## src/rtl/pwrup_pkg.sv

```systemverilog
package pwrup_pkg;

    typedef enum logic [2:0] {
        ST_OFF     = 3'd0,
        ST_SETTLE  = 3'd1,
        ST_STARTUP = 3'd2,
        ST_READY   = 3'd3,
        ST_HWRST   = 3'd4,
        ST_LOWPWR  = 3'd5
    } seq_state_e;

endpackage

```

## src/rtl/pwrup_timer.sv

```systemverilog
module pwrup_timer #(
    parameter int SHORT_CYC = 52,
    parameter int LONG_CYC  = 80
) (
    input  logic clk,
    input  logic sys_rst_n,
    input  logic restart,
    input  logic run,
    input  logic use_long,
    output logic expired
);
    localparam int MAX_CYC = (SHORT_CYC > LONG_CYC) ? SHORT_CYC : LONG_CYC;
    localparam int CNT_W   = $clog2(MAX_CYC + 1);

    logic [CNT_W-1:0] cnt;
    logic [CNT_W-1:0] limit;

    // The limit is the last count value of the window in use.
    always_comb begin
        limit   = use_long ? CNT_W'(LONG_CYC - 1) : CNT_W'(SHORT_CYC - 1);
        expired = run && (cnt == limit);
    end

    // The count is zero in the first cycle of each state.
    always_ff @(posedge clk or negedge sys_rst_n) begin
        if (!sys_rst_n) begin
            cnt <= '0;
        end else if (restart) begin
            cnt <= '0;
        end else if (run && !expired) begin
            cnt <= cnt + 1'b1;
        end
    end

endmodule

```

## src/rtl/pwrup_fsm.sv

```systemverilog
module pwrup_fsm
    import pwrup_pkg::*;
(
    input  logic       clk,
    input  logic       sys_rst_n,
    input  logic       supply_ok,
    input  logic       hw_rst_n,
    input  logic       pm_sel0,
    input  logic       pm_sel1,
    input  logic       tmr_expired,
    output seq_state_e state_q,
    output seq_state_e state_nxt,
    output logic       tmr_run,
    output logic       tmr_long,
    output logic       load_def,
    output logic       set_done,
    output logic       keep_done,
    output logic       wr_ok
);
    logic normal_pins;

    assign normal_pins = !pm_sel1 && pm_sel0;

    // State register
    always_ff @(posedge clk or negedge sys_rst_n) begin
        if (!sys_rst_n) begin
            state_q <= ST_OFF;
        end else begin
            state_q <= state_nxt;
        end
    end

    // Next-state logic. Loss of supply overrides every state.
    always_comb begin
        state_nxt = state_q;
        if (!supply_ok) begin
            state_nxt = ST_OFF;
        end else begin
            unique case (state_q)
                ST_OFF: begin
                    state_nxt = ST_SETTLE;
                end
                ST_SETTLE: begin
                    if (tmr_expired) begin
                        state_nxt = normal_pins ? ST_STARTUP : ST_LOWPWR;
                    end
                end
                ST_STARTUP: begin
                    if (!hw_rst_n) begin
                        state_nxt = ST_HWRST;
                    end else if (tmr_expired) begin
                        state_nxt = ST_READY;
                    end
                end
                ST_READY: begin
                    if (!hw_rst_n) begin
                        state_nxt = ST_HWRST;
                    end
                end
                ST_HWRST: begin
                    if (hw_rst_n) begin
                        state_nxt = ST_STARTUP;
                    end
                end
                ST_LOWPWR: begin
                    state_nxt = ST_LOWPWR;
                end
                default: begin
                    state_nxt = ST_OFF;
                end
            endcase
        end
    end

    // Control outputs to the timer and the register file
    always_comb begin
        tmr_run   = (state_q == ST_SETTLE) || (state_q == ST_STARTUP);
        tmr_long  = (state_q == ST_STARTUP);
        load_def  = ((state_nxt == ST_STARTUP) || (state_nxt == ST_HWRST))
                    && (state_nxt != state_q);
        set_done  = (state_q == ST_STARTUP) && (state_nxt == ST_READY);
        keep_done = (state_nxt == ST_READY);
        wr_ok     = (state_q == ST_READY) && (state_nxt == ST_READY);
    end

endmodule

```

## src/rtl/pwrup_regs.sv

```systemverilog
module pwrup_regs #(
    parameter int                ADDR_W      = 4,
    parameter int                DATA_W      = 16,
    parameter int                DONE_BIT    = 15,
    parameter int                CFG_W       = 8,
    parameter logic [CFG_W-1:0]  CFG_DEF     = 8'h06,
    parameter logic [ADDR_W-1:0] ADDR_STATUS = 4'h1,
    parameter logic [ADDR_W-1:0] ADDR_CFG    = 4'h2
) (
    input  logic              clk,
    input  logic              sys_rst_n,
    input  logic              wr_en,
    input  logic [ADDR_W-1:0] wr_addr,
    input  logic [DATA_W-1:0] wr_data,
    input  logic              wr_ok,
    input  logic              load_def,
    input  logic              set_done,
    input  logic              keep_done,
    output logic              rdone,
    output logic [CFG_W-1:0]  cfg_q
);
    logic clr_hit;
    logic cfg_hit;

    assign clr_hit = wr_ok && wr_en && (wr_addr == ADDR_STATUS) && wr_data[DONE_BIT];
    assign cfg_hit = wr_ok && wr_en && (wr_addr == ADDR_CFG);

    // Reset-done flag: set on entry to ready, cleared by writing a one,
    // and forced clear whenever the sequencer is not staying in ready.
    always_ff @(posedge clk or negedge sys_rst_n) begin
        if (!sys_rst_n) begin
            rdone <= 1'b0;
        end else if (set_done) begin
            rdone <= 1'b1;
        end else if (!keep_done || clr_hit) begin
            rdone <= 1'b0;
        end
    end

    always_ff @(posedge clk or negedge sys_rst_n) begin
        if (!sys_rst_n) begin
            cfg_q <= CFG_DEF;
        end else if (load_def) begin
            cfg_q <= CFG_DEF;
        end else if (cfg_hit) begin
            cfg_q <= wr_data[CFG_W-1:0];
        end
    end

endmodule

```

## src/rtl/pwrup_seq.sv

```systemverilog
module pwrup_seq
    import pwrup_pkg::*;
#(
    parameter int                CLK_PER_MS  = 100000,
    parameter int                SETTLE_MS   = 26,
    parameter int                START_MS    = 40,
    parameter int                ADDR_W      = 4,
    parameter int                DATA_W      = 16,
    parameter int                DONE_BIT    = 15,
    parameter int                CFG_W       = 8,
    parameter logic [CFG_W-1:0]  CFG_DEF     = 8'h06,
    parameter logic [ADDR_W-1:0] ADDR_STATUS = 4'h1,
    parameter logic [ADDR_W-1:0] ADDR_CFG    = 4'h2
) (
    input  logic              clk,
    input  logic              sys_rst_n,
    input  logic              supply_ok,
    input  logic              hw_rst_n,
    input  logic              pm_sel0,
    input  logic              pm_sel1,
    input  logic              wr_en,
    input  logic [ADDR_W-1:0] wr_addr,
    input  logic [DATA_W-1:0] wr_data,
    output logic [2:0]        seq_state,
    output logic              dev_ready,
    output logic [DATA_W-1:0] status_q,
    output logic [CFG_W-1:0]  cfg_q,
    output logic              irq_n
);
    localparam int SETTLE_CYC = SETTLE_MS * CLK_PER_MS;
    localparam int START_CYC  = START_MS * CLK_PER_MS;

    seq_state_e state_q;
    seq_state_e state_nxt;
    logic       tmr_run;
    logic       tmr_long;
    logic       tmr_expired;
    logic       load_def;
    logic       set_done;
    logic       keep_done;
    logic       wr_ok;
    logic       rdone;

    pwrup_fsm fsm_i (
        .clk         (clk),
        .sys_rst_n   (sys_rst_n),
        .supply_ok   (supply_ok),
        .hw_rst_n    (hw_rst_n),
        .pm_sel0     (pm_sel0),
        .pm_sel1     (pm_sel1),
        .tmr_expired (tmr_expired),
        .state_q     (state_q),
        .state_nxt   (state_nxt),
        .tmr_run     (tmr_run),
        .tmr_long    (tmr_long),
        .load_def    (load_def),
        .set_done    (set_done),
        .keep_done   (keep_done),
        .wr_ok       (wr_ok)
    );

    pwrup_timer #(
        .SHORT_CYC (SETTLE_CYC),
        .LONG_CYC  (START_CYC)
    ) tmr_i (
        .clk       (clk),
        .sys_rst_n (sys_rst_n),
        .restart   (state_nxt != state_q),
        .run       (tmr_run),
        .use_long  (tmr_long),
        .expired   (tmr_expired)
    );

    pwrup_regs #(
        .ADDR_W      (ADDR_W),
        .DATA_W      (DATA_W),
        .DONE_BIT    (DONE_BIT),
        .CFG_W       (CFG_W),
        .CFG_DEF     (CFG_DEF),
        .ADDR_STATUS (ADDR_STATUS),
        .ADDR_CFG    (ADDR_CFG)
    ) regs_i (
        .clk       (clk),
        .sys_rst_n (sys_rst_n),
        .wr_en     (wr_en),
        .wr_addr   (wr_addr),
        .wr_data   (wr_data),
        .wr_ok     (wr_ok),
        .load_def  (load_def),
        .set_done  (set_done),
        .keep_done (keep_done),
        .rdone     (rdone),
        .cfg_q     (cfg_q)
    );

    // Interrupt has no enable: the flag alone drives the line.
    always_comb begin
        seq_state = state_q;
        dev_ready = (state_q == ST_READY);
        status_q  = '0;
        status_q[DONE_BIT] = rdone;
        irq_n     = !rdone;
    end

endmodule

```

## config.mk

```make
export PLATFORM = sky130hd
export DESIGN_NAME = pwrup_seq
export DESIGN_NICKNAME = d
export VERILOG_FILES = /design/src/rtl/pwrup_pkg.sv /design/src/rtl/pwrup_timer.sv /design/src/rtl/pwrup_fsm.sv /design/src/rtl/pwrup_regs.sv /design/src/rtl/pwrup_seq.sv
export SDC_FILE = /design/constraint.sdc
export NUM_CORES = 1
export LEC_CHECK = 0
export BUFFER_PORTS_ARGS = -buffer_cell sky130_fd_sc_hd__buf_2
export CAP_MARGIN = 20
export CORE_UTILIZATION = 43
export CTS_CLUSTER_SIZE = 10
export DETAILED_ROUTE_END_ITERATION = 8
export MAX_ROUTING_LAYER = met4
export PLACE_DENSITY = 0.63
export SYNTH_ARGS = -nofsm -noshare
export SYNTH_HDL_FRONTEND = slang
export SYNTH_SLANG_ARGS = --single-unit
```

## constraint.sdc

```tcl
create_clock -name clk -period 3.05 [get_ports clk]
set_input_delay 0.61 -clock clk [delete_from_list [all_inputs] [get_ports clk]]
set_output_delay 0.61 -clock clk [all_outputs]
set_load 0.01 [all_outputs]
```

Yosys cells after proc, flatten, opt, wreduce, memory -nomap -nowiden:

Cells that the tools add are included.
Widths: inputs -> output; s select.

* bits in registers: 34
* bits in latches: 0
* RAM bits: 0
* ROM bits: 0
* input bits: 27
* output and inout bits: 29
* word-level logic and storage cells: 53
* memories kept: 0

* $add $sub $neg: 1
* multipliers: 0
* divide/modulo/power cells: 0
* $lt $le $gt $ge: 0
* equality and inequality tests: 12
* shifts and indexed selects: 0
* muxes and demuxes: 15
* bitwise gates (word level): 0
* reductions and logical operators: 21

Operators with widths (number)
* $mux 22: 2
* $add 22x1->22 const B: 1
* $eq 22x22->1: 1
* $mux 21: 1
* $mux 3: 7
* $pmux 3 s6: 1
* $mux 8: 2
* $eq 3x2->1 const B: 4
* $logic_and 1x1->1: 10
* $eq 3x3->1 const B: 3
* $reduce_bool 2->1: 3
* $eq 4x1->1 const B: 1
* $eq 4x2->1 const B: 1
* $logic_not 1->1: 4
* $eq 3x1->1 const B: 1
* $logic_not 3->1: 1
* $logic_or 1x1->1: 3
* $ne 3x3->1: 1
* $mux 1: 2

Longest topological paths before layout:

* word-level depth: 16
* mapped depth: 8
* mapped depth without buffers: 7

Modules after synthesis:

A second synthesis with hierarchy kept.

* cell total of the unflattened synthesis: 240
* area total of the unflattened synthesis: 2252.2 um^2

By module, submodules not included
* pwrup_timer: times used 1, cells each 137, area an instance 1258.7 um^2, seq. area each 550.5 um^2
* pwrup_regs: times used 1, cells each 40, area an instance 466.7 um^2, seq. area each 227.7 um^2
* pwrup_fsm: times used 1, cells each 40, area an instance 357.8 um^2, seq. area each 75.1 um^2
* pwrup_seq: times used 1, cells each 23, area an instance 168.9 um^2, seq. area each 0.0 um^2

Least setup slack after synthesis:

Ideal clock, no wire load.

* path type: flip-flop to flip-flop
* from: reg fsm_i.state_q[0]
* to: reg tmr_i.cnt[13]
* setup time: 77 ps
* data arrival time: 1936 ps
* required time: 2973 ps
* setup slack: 1037 ps
* cell stages (with the launch flop): 7
* buffers on the path: 1
* clock period less this slack: 2013 ps
* cells stage by stage: dfrtp_1 > buf_6 > xnor2_2 > or2_1 > or3_1 > or4_1 > a21oi_1

* word-level cells in the longest chain between the ends: 10
* elaborated cells on any way between the ends: 22
* classes of those cells: 7 x eq/ne; 9 x mux; 6 x reduce/logical

Ends and longest elaborated chain
* start: declaration: RTL line pwrup_fsm.sv:11 `output seq_state_e state_q,`
* start signal: assignment: RTL line pwrup_fsm.sv:29 `state_q <= state_nxt;`
* $eq 3x2->1: RTL line pwrup_fsm.sv:39, pwrup_fsm.sv:77, pwrup_fsm.sv:78
* $mux 21: RTL line pwrup_timer.sv:20 `limit = use_long ? CNT_W'(LONG_CYC - 1) : CNT_W'(SHORT_CYC - 1);`
* $eq 22x22->1: RTL line pwrup_timer.sv:21 `expired = run && (cnt == limit);`
* $logic_and 1x1->1: RTL line pwrup_timer.sv:21
* $mux 3: RTL line pwrup_fsm.sv:51 `end else if (tmr_expired) begin`
* $mux 3: RTL line pwrup_fsm.sv:49 `if (!hw_rst_n) begin`
* $pmux 3 s6: RTL line pwrup_fsm.sv:39 `unique case (state_q)`
* $mux 3: RTL line pwrup_fsm.sv:36 `if (!supply_ok) begin`
* $ne 3x3->1: RTL line pwrup_seq.sv:68 `.restart (state_nxt != state_q),`
* $mux 22 or $reduce_bool 2->1 (tied branches)
* end signal: assignment: RTL line pwrup_timer.sv:31 `cnt <= cnt + 1'b1;`
* end: declaration: RTL line pwrup_timer.sv:15 `logic [CNT_W-1:0] cnt;`

Parallel ways exist; a longest one is shown, timed or not.
A chain may end at the register's enable or synchronous reset.

Final worst setup path:

Same ends and word-level chain as after synthesis.

==> impl_metrics.py <==
metrics = {
    "outcome": {
        "outcome": "completed",
    },
    "clocking": {
        "post_cts_resize_count": 0,
        "h-tree-depth": 2,
        "clock-sinks": 34,
        "cts-root-buf": "clkbuf_8",
        "hold_buffers": 0,
        "clk_path_buf_depth": 2,
        "cts_inserted_buffers": 5,
        "path_clk_slew_ns": 0.08,
        "cts_setup_buffers": 0,
        "clkLatencyLatePin_ns": 0.29,
        "cts_tree": "built",
    },
    "synth": {
        "syn_area_mm2": 0.00229,
        "syn_area_per_cell_um2": 9.15,
        "yosys.area.top_type": "dfrtp_1",
        "yosysSeqAreaShare": 0.373,
        "synth_edf_count": 0,
        "syn_inst": 250,
        "ys_warn_count": 0,
        "synthTopCellsByArea": "dfrtp_1 35%, a21oi_1 7.0%, buf_4 5.2%",
        "yosys.area.top_type_share": 0.350,
        "ys_ff_latch": 34,
        "synth-async-reset-ratio": 1.00,
        "synth_cell_types": 53,
        "synth_top_flop_cell": "dfrtp_1",
    },
    "sta": {
        "fin_tns_setup_ns": 0,
        "min_period_over_period": 0.775,
        "rsz0062_at_grt": "no",
        "timing.final.ws_setup_ns": 0.687,
        "finalHoldViolations": 0,
        "clock_skew_ns": 0.00570,
        "fmax_mhz": 423,
        "fin_crit_ns": 2.36,
        "worst_slew_pin_slew_ns": 0.760,
        "final-max-slew-violation-count": 0,
        "finalSetupViolCount": 0,
        "max_slew_margin": 0.493,
    },
    "global_routing": {
        "grt_usage": 0.202,
        "grt_max_degree": 41,
        "grt_pass1_wl_um": 8330,
        "grt_antenna_before_repair": 0,
        "grt-ovfl-total": 0,
        "grt_pass1_vias": 1748,
    },
    "job": {
        "drv_cap": 0,
    },
    "placed_design": {
        "pre_cts_slack_ns": 0.685,
        "place.detailed.hpwl_um": 3480,
        "portBuffers": 33,
        "place.gp.congestion": 0.788,
    },
    "die": {
        "row_count": 26,
        "ios": 56,
        "core_area_mm2": 0.00511,
        "start_util": 0.448,
        "die_w_um": 75.0,
        "die_height_um": 75.0,
        "die_area_mm2": 0.00562,
    },
    "critical_path": {
        "r2r_setup_slack_ns": 0.69,
        "rr_endpoint": "tmr_i.cnt[13]",
        "crit_type": "flop to flop",
        "slowest_delay_ns": 0.63,
        "crit_cells": 5,
        "worstPathRequired_ns": 3.26,
        "start_kind": "flop",
        "arrival_ns": 2.57,
        "cp_max_fo": 15,
        "end_kind": "flop",
        "worst-path-buf-inv": 0,
        "reg2reg_depth": 5,
        "r2r_start": "fsm_i.state_q[0]",
        "crit_family": "simple AND/OR/NAND/NOR gates",
        "cp_slowest_cell": "dfrtp_1",
        "cp_cell_sequence": "xnor2_2 > or2_1 > or3_1 > or4_1 > a21oi_1",
    },
    "power_and_ir_drop": {
        "powerDensity_mw_per_mm2": 374,
        "ir_drop_mv": 0.232,
        "p_leak_nw": 1.09,
    },
    "final_layout": {
        "drive_above_1_share": 0.205,
        "syn_to_final_growth_pct": 10.0,
        "antenna_cells": 0,
        "fin_nets": 305,
    },
    "route": {
        "drt-initial-drc-count": 194,
        "routed_wl_um": 4890,
        "first_pass_iters": 4,
        "vias": 1954,
        "vias_per_cell": 5.61,
        "wl_per_cell_um": 14.0,
        "ant_nets": 0,
        "drc": 0,
    },
    "min_path": {
        "hold_path.class": "primary input to async pin",
    },
}
state kept, by name (all words and copies together) (netlist names):
signal and count:
tmr_i.cnt 22, regs_i.cfg_q 8, fsm_i.state_q 3, regs_i.rdone 1
worst register-to-register path: stages, from the launching register on:
cell     delay [ns]
dfrtp_1        0.63
xnor2_2        0.19
or2_1          0.41
or3_1          0.44
or4_1          0.48
a21oi_1        0.14
synth_stat cells (all sizes together), types with 2 or more instances:
cell / number
nand2: 10
clkbuf: 4
o32a: 2
xor2: 3
buf: 25
or2: 4
inv: 8
nor3b: 2
and3: 4
nand3: 16
or4: 10
o211ai: 2
mux2i: 9
nand4b: 3
a21oi: 32
o31ai: 11
o21ai: 12
dfstp: 2
nor2: 10
nor3: 3
nand4: 4
dfrtp: 32
o211a: 2
or3: 9
nand3b: 3
nand2b: 4
nor4: 7
cells in the final DEF, fill, tap and decap left out, drive strengths merged, types with 2 or more instances in the layout:
master / synthesis / final
nand4b: 3 / 3
inv: 8 / 8
xor2: 3 / 3
o211a: 2 / 2
nor2: 10 / 10
clkinvlp: 0 / 2
conb: 1 / 15
or4: 10 / 10
clkbuf: 4 / 5
nand2: 10 / 10
and3: 4 / 4
nand4: 4 / 4
nor3b: 2 / 2
o21ai: 12 / 12
o211ai: 2 / 2
o31ai: 11 / 11
nor4: 7 / 7
or3: 9 / 9
or2: 4 / 4
nand3b: 3 / 3
nor3: 3 / 3
o32a: 2 / 2
nand2b: 4 / 4
mux2i: 9 / 9
dfstp: 2 / 2
nand3: 16 / 16
a21oi: 32 / 32
buf: 25 / 35
dfrtp: 32 / 32
how the worst max path moves through the flow:
| stage | from | to | slack [ns] |
|---|---|---|---|
| floorplan | fsm_i.state_q[0] | tmr_i.cnt[13] | 1.04 |
| global placement | fsm_i.state_q[0] | regs_i.cfg_q[2] | 0.72 |
| detailed placement | fsm_i.state_q[0] | tmr_i.cnt[13] | 0.69 |
| CTS | fsm_i.state_q[0] | tmr_i.cnt[13] | 0.67 |
| global route | fsm_i.state_q[0] | tmr_i.cnt[13] | 0.49 |
| finish | fsm_i.state_q[0] | tmr_i.cnt[13] | 0.69 |
kinds of logic after synthesis:
family | synth area share
AND/OR/NAND/NOR | 0.270
AO/OA/AOI/OAI | 0.190
flip-flops | 0.373
multiplexers | 0.0394
XOR/XNOR | 0.0186
buffers and inverters | 0.103
other | 0.00164
adder cells (fa/ha/maj) | 0.00547
where the power goes:
part | internal (mW) | switching [mW] | leakage [nW]
Sequential | 0.453 | 0.00448 | 0.464
Clock | 0.243 | 0.174 | 0.0504
Combinational | 0.0206 | 0.0453 | 0.571
per-stage QoR:
step | area, um^2 | util | instances | hold WS, ns | power [mW]
after floorplan | 2340 | - | 264 | 0.314 | 0.519
after global placement | 2400 | 0.471 | 340 | 0.527 | 0.533
after detailed placement | 2400 | 0.471 | 340 | 0.536 | 0.533
after CTS | 2520 | 0.493 | 348 | 0.423 | 0.954
after global routing | 2520 | 0.493 | 348 | 0.462 | 0.981
final | 2520 | 0.493 | 348 | 0.393 | 0.941
cell type report:
class                      instances  area, um^2
fill                             512        2590
sequential                        34         853
clock buffer                       5        68.8
tap                               70        87.6
inverter                           8        30.0
multi-input combinational        193        1250
timing repair buffer              35         180
clock inverter                     3        45.0
per-layer routing:
layer / vias up / GRT usage / wire (um)
li1: 967 / - / -
met1: 930 / 0.269 / 2320
met2: 51 / 0.308 / 2350
met3: 6 / 0.0388 / 169
met4: 0 / 0.0650 / 54
met5: - / - / 0
(Power assumes the default switching activity.)
